==> config.mk <==
export PLATFORM = sky130hd
export DESIGN_NAME = ring_entropy_uart
export DESIGN_NICKNAME = d
export VERILOG_FILES = /design/src/rtl/ent_pkg.sv /design/src/rtl/ent_baud_gen.sv /design/src/rtl/ent_sum_sync.sv /design/src/rtl/ent_frame_tx.sv /design/src/rtl/ring_entropy_uart.sv
export SDC_FILE = /design/constraint.sdc
export NUM_CORES = 1
export LEC_CHECK = 0
export BUFFER_PORTS_ARGS = -buffer_cell sky130_fd_sc_hd__buf_2
export CAP_MARGIN = 40
export CORE_ASPECT_RATIO = 0.6
export CORE_MARGIN = 10
export CORE_UTILIZATION = 55
export DETAILED_ROUTE_END_ITERATION = 12
export MAX_ROUTING_LAYER = met4
export PLACE_DENSITY = 0.85
export SYNTH_ARGS = -nofsm -noshare
export SYNTH_HDL_FRONTEND = slang
export SYNTH_SLANG_ARGS = --single-unit
export TNS_END_PERCENT = 50
==> constraint.sdc <==
create_clock -name clk_i -period 3.6 [get_ports clk_i]
set_clock_uncertainty 0.1 [all_clocks]
set_input_delay 0.54 -clock clk_i [delete_from_list [all_inputs] [get_ports clk_i]]
set_output_delay 0.54 -clock clk_i [all_outputs]
set_load 0.05 [all_outputs]
==> src/rtl/ent_pkg.sv <==
package ent_pkg;
   // Position of the stop bit within a data slot (start = 0, data = 1..8)
   localparam int unsigned STOP_POS  = 9;
   // Last position of a break slot: 0..9 low, 10 high for recovery
   localparam int unsigned BRK_LAST  = 10;
   localparam int unsigned POS_W     = 4;

   // Whitening mask bit: alternating pattern whose phase flips per byte.
   // pos_lsb is the LSB of the slot position (data bit d sits at position d+1).
   function automatic logic mask_bit(input logic pos_lsb, input logic tog);
      return pos_lsb ^ tog;
   endfunction
endpackage

==> src/rtl/ent_baud_gen.sv <==
module ent_baud_gen #(
   parameter int unsigned DIV = 833
) (
   input  logic clk_i,
   input  logic rst_ni,
   output logic tick_o
);
   localparam int unsigned CW = (DIV > 1) ? $clog2(DIV) : 1;
   localparam logic [CW-1:0] LAST = CW'(DIV - 1);

   logic [CW-1:0] cnt_q;

   always_ff @(posedge clk_i) begin
      if (!rst_ni)            cnt_q <= '0;
      else if (cnt_q == LAST) cnt_q <= '0;
      else                    cnt_q <= cnt_q + 1'b1;
   end

   assign tick_o = (cnt_q == LAST);
endmodule

==> src/rtl/ent_sum_sync.sv <==
module ent_sum_sync #(
   parameter int unsigned NUM_SRC     = 9,
   parameter int unsigned SYNC_STAGES = 1
) (
   input  logic               clk_i,
   input  logic               rst_ni,
   input  logic [NUM_SRC-1:0] src_i,
   output logic               bit_o
);
   logic [NUM_SRC-1:0] cap_q;
   logic               fold;

   // One capture flop per oscillator, ahead of any combining logic
   for (genvar i = 0; i < NUM_SRC; i++) begin : g_cap
      always_ff @(posedge clk_i) begin
         if (!rst_ni) cap_q[i] <= 1'b0;
         else         cap_q[i] <= src_i[i];
      end
   end

   assign fold = ^cap_q;

   if (SYNC_STAGES == 1) begin : g_sync_one
      logic s_q;
      always_ff @(posedge clk_i) begin
         if (!rst_ni) s_q <= 1'b0;
         else         s_q <= fold;
      end
      assign bit_o = s_q;
   end else begin : g_sync_chain
      logic [SYNC_STAGES-1:0] s_q;
      always_ff @(posedge clk_i) begin
         if (!rst_ni) s_q <= '0;
         else         s_q <= {s_q[SYNC_STAGES-2:0], fold};
      end
      assign bit_o = s_q[SYNC_STAGES-1];
   end
endmodule

==> src/rtl/ent_frame_tx.sv <==
module ent_frame_tx
   import ent_pkg::*;
#(
   parameter int unsigned SLOT_W = 3
) (
   input  logic clk_i,
   input  logic rst_ni,
   input  logic tick_i,
   input  logic sample_i,
   output logic tx_o,
   output logic tog_o
);
   localparam logic [SLOT_W-1:0] BRK_IDX = '1;

   logic             first_q, brk_q, tog_q, rnd_q, tx_q;
   logic [POS_W-1:0] pos_q, np;
   logic [SLOT_W-1:0] slot_q, ns;
   logic             at_end, nr;

   assign np     = pos_q + 1'b1;
   assign ns     = slot_q + 1'b1;
   assign at_end = brk_q ? (pos_q == POS_W'(BRK_LAST)) : (pos_q == POS_W'(STOP_POS));
   assign nr     = rnd_q ^ sample_i ^ mask_bit(np[0], tog_q);

   always_ff @(posedge clk_i) begin
      if (!rst_ni) begin
         first_q <= 1'b1;
         brk_q   <= 1'b0;
         tog_q   <= 1'b0;
         rnd_q   <= 1'b0;
         tx_q    <= 1'b1;
         pos_q   <= '0;
         slot_q  <= '0;
      end else if (tick_i) begin
         if (first_q) begin
            first_q <= 1'b0;
            pos_q   <= '0;
            brk_q   <= (slot_q == BRK_IDX);
            tx_q    <= 1'b0;
         end else if (at_end) begin
            pos_q  <= '0;
            slot_q <= ns;
            brk_q  <= (ns == BRK_IDX);
            if (!brk_q) tog_q <= ~tog_q;
            tx_q   <= 1'b0;
         end else begin
            pos_q <= np;
            if (brk_q) begin
               tx_q <= (np == POS_W'(BRK_LAST));
            end else if (np < POS_W'(STOP_POS)) begin
               rnd_q <= nr;
               tx_q  <= nr;
            end else begin
               tx_q <= 1'b1;
            end
         end
      end
   end

   assign tx_o  = tx_q;
   assign tog_o = tog_q;
endmodule

==> src/rtl/ring_entropy_uart.sv <==
module ring_entropy_uart #(
   parameter int unsigned NUM_SRC     = 9,
   parameter int unsigned CLK_HZ      = 8_000_000,
   parameter int unsigned BAUD        = 9600,
   parameter int unsigned SYNC_STAGES = 1,
   parameter int unsigned SLOT_W      = 3
) (
   input  logic               clk_i,
   input  logic               rst_ni,
   input  logic [NUM_SRC-1:0] osc_i,
   output logic               tx_o
);
   localparam int unsigned BIT_DIV = (CLK_HZ + BAUD / 2) / BAUD;

   if (BIT_DIV < 4) begin : g_bad_div
      $error("bit period must be at least 4 clocks");
   end
   if (NUM_SRC < 1) begin : g_bad_src
      $error("at least one oscillator input is required");
   end
   if (SYNC_STAGES < 1) begin : g_bad_sync
      $error("at least one re-timing stage is required");
   end
   if (SLOT_W < 1) begin : g_bad_slot
      $error("slot counter needs at least one bit");
   end

   logic tick_w, sample_w, tog_w;

   ent_baud_gen #(.DIV(BIT_DIV)) u_baud (
      .clk_i (clk_i),
      .rst_ni(rst_ni),
      .tick_o(tick_w)
   );

   ent_sum_sync #(.NUM_SRC(NUM_SRC), .SYNC_STAGES(SYNC_STAGES)) u_sum (
      .clk_i (clk_i),
      .rst_ni(rst_ni),
      .src_i (osc_i),
      .bit_o (sample_w)
   );

   ent_frame_tx #(.SLOT_W(SLOT_W)) u_tx (
      .clk_i   (clk_i),
      .rst_ni  (rst_ni),
      .tick_i  (tick_w),
      .sample_i(sample_w),
      .tx_o    (tx_o),
      .tog_o   (tog_w)
   );
endmodule

* Yosys cells after proc, flatten, opt, wreduce, memory -nomap -nowiden
Index checks and enable logic that the tools add are counted.
** Word-level totals
- Output and inout port bits :: 1
- Logic and storage cells :: 52
- Register bits :: 32
- Bits of input ports :: 11
** Operators by class
- Bitwise operators :: 8
- Eq/ne operators :: 6
- Reduce and logical (&&, ||, !) cells :: 7
- $add $sub $neg :: 3
- $lt $le $gt $ge :: 1
- Multiplexer cells :: 9
** Operators by type and width (count)
- == test 4 bit, second input constant :: 3
- adder 10 x 1 -> 10 bit, second input constant :: 1
- == test 10 bit, second input constant :: 1
- XOR reduction 9 bit :: 1
- two-way mux 4 bit :: 2
- two-way mux 1 bit :: 7
- == test 3 bit, second input constant :: 2
- NOT 1 bit :: 5
- AND reduction 5 bit :: 1
- adder 4 x 1 -> 4 bit, second input constant :: 1
- less-than comparator 4 bit, second input constant :: 1
- AND reduction 4 bit :: 1
- adder 3 x 1 -> 3 bit, second input constant :: 1
- AND reduction 3 bit :: 1
- bitwise XOR 1 bit :: 3
- AND reduction 2 bit :: 1
- nonzero test 2 bit :: 1
- OR reduction 2 bit :: 1

* Longest topological paths before layout
- Depth after elaboration :: 7
- Mapped depth :: 8
- Gate-level depth less buffers :: 7

* Cells and area by module
A second synthesis with hierarchy kept.
** Second synthesis, totals
- Cell total of the unflattened synthesis :: 166
- Area, all modules :: 1622.8 µm²
** Modules (own cells, without submodules)
- ent_frame_tx :: area an instance 772.0 µm², seq. area each 240.2 µm², times used 1, cells each 85
- ent_baud_gen :: area an instance 495.5 µm², seq. area each 200.2 µm², times used 1, cells each 52
- ent_sum_sync :: area an instance 355.3 µm², seq. area each 200.2 µm², times used 1, cells each 29

* Least setup slack after synthesis
Ideal clock, no wire load.
- Kind :: flip-flop to flip-flop
- Start point :: reg u_tx.pos_q[0]
- End point :: reg u_tx.rnd_q
- Setup slack :: 1.829 ns
- Required time :: 3.429 ns
- Arrival time :: 1.600 ns
- Clock period less this slack :: 1.771 ns
- Setup time :: 0.071 ns
- Buffers on the path :: 0
- Stages on the path, launching flop included :: 7
- Cell sequence :: dfxtp_1 ha_1 inv_1 a311oi_1 o211ai_1 or3_1 a21oi_1
** Between the ends
- Cells in the longest elaborated chain, start to end :: 4
- Elaborated cells on any way between the ends :: 9
- Those cells by class :: add/sub: 1; order compare: 1; eq/ne: 2; mux: 1; bitwise: 3; reduce/logical: 1
** Ends and longest elaborated chain
- start: declaration :: RTL line ent_frame_tx.sv:16 : logic [POS_W-1:0] pos_q, np;
- start signal: assignment :: RTL line ent_frame_tx.sv:47 : pos_q <= np;
- parallel branches: the longest is 4 deep, another holds adder 4 x 1 -> 4 bit
- end signal: assignment :: RTL line ent_frame_tx.sv:51 : rnd_q <= nr;
- end: declaration :: RTL line ent_frame_tx.sv:15 : logic first_q, brk_q, tog_q, rnd_q, tx_q;
Several ways; the timed one is not identified.
A chain may end at the register's enable or synchronous reset.

* Final worst setup path
- Start point :: reg u_baud.cnt_q[0]
- End point :: reg u_tx.rnd_q
** Between the ends
- Cells in the longest elaborated chain, start to end :: 2
** Ends and longest elaborated chain
- start: declaration :: RTL line ent_baud_gen.sv:11 : logic [CW-1:0] cnt_q;
- start signal: assignment :: RTL line ent_baud_gen.sv:16 : else cnt_q <= cnt_q + 1'b1;
- == test 10 bit :: RTL line ent_baud_gen.sv:19 : assign tick_o = (cnt_q == LAST);
- AND reduction 5 bit (no source line)
Every way passes these cells.

==> impl_results.md <==
- Switching power total: 0.0001501 W
- F_max: 448.7 MHz
- Root Buffer: clkbuf_8
- Crit Path Class: reg2reg
- Routability cong.: 0.8187
- Die height: 59.72 um
- Sequential share of power: 52.3%
- DR vias: 1073
- Critical path launch point type: register
- Die span in x: 86.21 um
- Yosys top cell area share: 44.29%
- Sequential share of the synthesized area: 44.29%
- Crit-path max FO: 14
- CP arrival: 2.33 ns
- Die Footprint: 0.005148 mm2
- Antenna violations before repair: 0
- Area contributors post-synth: dfxtp_1, xnor2_1, nor2_1
- Global Route Usage Sum: 11.44%
- Switching Share: 21.10%
- Mapped Cells: 159
- Number of remaining DRC errors: 0
- Max VDD drop: 0.0002814 V
- Min-Delay Path Class: in2reg
- Max-cap violations: 0
- Post-CTS Repair Setup Buffers: 0
- CTS Hold Bufs: 0
- Hold Path Cell Cnt: 2
- Final WL: 2.609 mm
- Finished Cell Area: 0.001622 mm2
- Slew Viols, Final: 0
- Number of global-route vias before repair: 1006
- Final worst path period share: 61.90%
- Max Buffers Root-to-Sink: 2
- Area leader, netlist: dfxtp_1
- Post-synth EDFFs: 0
- Via density: 5.234
- Main synth FF type: dfxtp_1
- Tightest Pin Transition: 0.5347 ns
- Syn-to-layout area delta: 12.11%
- Syn_nets: 175
- Worst path required time: 3.71 ns
- Final ANT Viol Nets: 0
- Rows: 14
- N_diodes: 0
- Top cells by count, synth: dfxtp_1, nor2_1, xnor2_1
- Largest net degree at the start of global routing: 16
- Most frequent cell after synthesis: dfxtp_1
- # setup viols final: 0
- Total CTS buffers: 5
- Core Area: 0.002505 mm2
- Leakage: 0.6546 nW
- Count of input and output buffers: 11
- Layout cell share with drive strength beyond 1: 13.29%
- # nets final: 189
- Reg2Reg Depth: 7
- Yosys reg bits: 32
- Synth unique cells: 34
- Clock power frac: 40.7%
- Async set or reset register ratio after synthesis: 0%
- Drt pass-1 iters: 4
- RSZ-0062 raised after global routing: no
- Cell area after synthesis: 0.001446 mm2
- Int Power: 0.0005611 W
- Total grt overflow: 0
- Power per Cell Area: 438.6 mW/mm2
- Syn Area/Cell: 9.097 um2
- Crit end category: register
- Synth warnings: 0
- CTS tree: done
- Avg WL per Cell: 12.73 um
- Initial Util: 57.74%
- Combinational Power Share: 7.1%
- Post-DP Area: 0.001525 mm2
- First-pass GRT wire length: 4.464 mm
- H-tree depth: 2
- CTS clk-pin slew, worst paths: 0.06 ns
- Clock Latency Late Sink: 0.28 ns
- Setup_tns: 0 ns
- Min Tclk post-route: 2.228 ns
- # IOs: 12
- Status: finished, final reports clean
- 1st-iter DRT viols: 60
- Final hold vios: 0
- Slew headroom: 64.25%
- Clock sink count: 32
- Cts repair resizes: 0
- Detailed placer's ending HPWL: 1.844 mm
-- layer usage --
metal	GRT usage (%)	vias up	part of all wire, %
met3	3.935	6	4.3
met4	7.356	0	1.8
li1	-	557	-
met1	12.67	486	48
met2	17.53	24	45
met5	-	-	0
-- worst max-delay path, stage by stage (launching register included) --
cell	delay [ns]
dfxtp_1	0.35
inv_1	0.07
ha_1	0.14
and4bb_1	0.20
nand4_1	0.44
nand3b_4	0.35
or3_1	0.37
a21oi_1	0.14
-- state kept, by name (all words and copies together), names as in the netlist --
name and flops:
u_tx.pos_q 4, u_tx.rnd_q 1, u_sum.cap_q 9, u_sum.bit_o 1
u_baud.cnt_q 10, u_tx.brk_q 1, u_tx.first_q 1, u_tx.slot_q 3
u_tx.tx_o 1, u_tx.tog_o 1
-- area by class of cell --
type                    instances  area (um2)
repair buffers                 11       55.05
well taps                      32       40.04
inverters                       7       26.28
multi-input cells             116       763.2
flip-flops and latches         32       640.6
clock buffers                   7       96.34
fillers                       191       883.3
-- layout by cell type, fill, tap and decap left out, types with 5 or more instances in the layout --
master	synthesis	final
buf_2	1	11
and3_1	5	5
clkbuf_8	0	7
nand3_1	6	6
inv_1	7	7
nand2_1	9	9
a21oi_1	5	5
nor2_1	20	20
ha_1	5	5
dfxtp_1	32	32
and2_1	10	10
xor2_1	7	7
o21ai_0	9	9
xnor2_1	15	15
-- path summary, 6_finish.rpt --
| path | from | to | slack [ns] |
|---|---|---|---|
| worst max-delay path | u_baud.cnt_q[0]$_SDFF_PP0_ | u_tx.rnd_q$_SDFFE_PN0P_ | 1.37 |
| worst min-delay path | osc_i[2] | u_sum.cap_q[2]$_SDFF_PN0_ | 0.36 |
| worst min register to register | u_tx.tx_o$_SDFFE_PN1P_ | u_tx.tx_o$_SDFFE_PN1P_ | 0.38 |
| worst max register to register | u_baud.cnt_q[0]$_SDFF_PP0_ | u_tx.rnd_q$_SDFFE_PN0P_ | 1.37 |
-- cells by family (layout without fill, tap and decap cells) --
kind of cell	count (synthesis)	after routing	synth area share, %
AND/OR/NAND/NOR	67	67	25.35
flip-flops	32	32	44.29
AO/OA/AOI/OAI	22	22	9.776
XOR/XNOR	22	22	13.32
buffers and inverters	11	25	2.941
adder cells (fa/ha/maj)	5	5	4.325
-- metrics by stage --
stage               hold WS, ns  std cells  util, %  worst slack (ns)   power, W
floorplan                0.3372        159        -             1.829  0.0004161
global placement         0.3521        198    60.89             1.546  0.0004269
detailed placement       0.3759        198    60.89             1.424  0.0004295
CTS                      0.3585        205    64.74             1.390  0.0007189
global route             0.3595        205    64.74             1.225  0.0007408
finish                   0.3624        205    64.74             1.372  0.0007112
-- power by group through the flow --
stage / registers [W] / clock network (W) / logic [W]
after global placement: 0.000379 / 0 / 0.0000478
after detailed placement: 0.000380 / 0 / 0.0000497
after floorplan: 0.000379 / 0 / 0.0000375
after CTS: 0.000372 / 0.000296 / 0.0000506
final: 0.000372 / 0.000289 / 0.0000502
after global routing: 0.000373 / 0.000311 / 0.0000569
No activity file was read; power rests on OpenSTA's default activity.
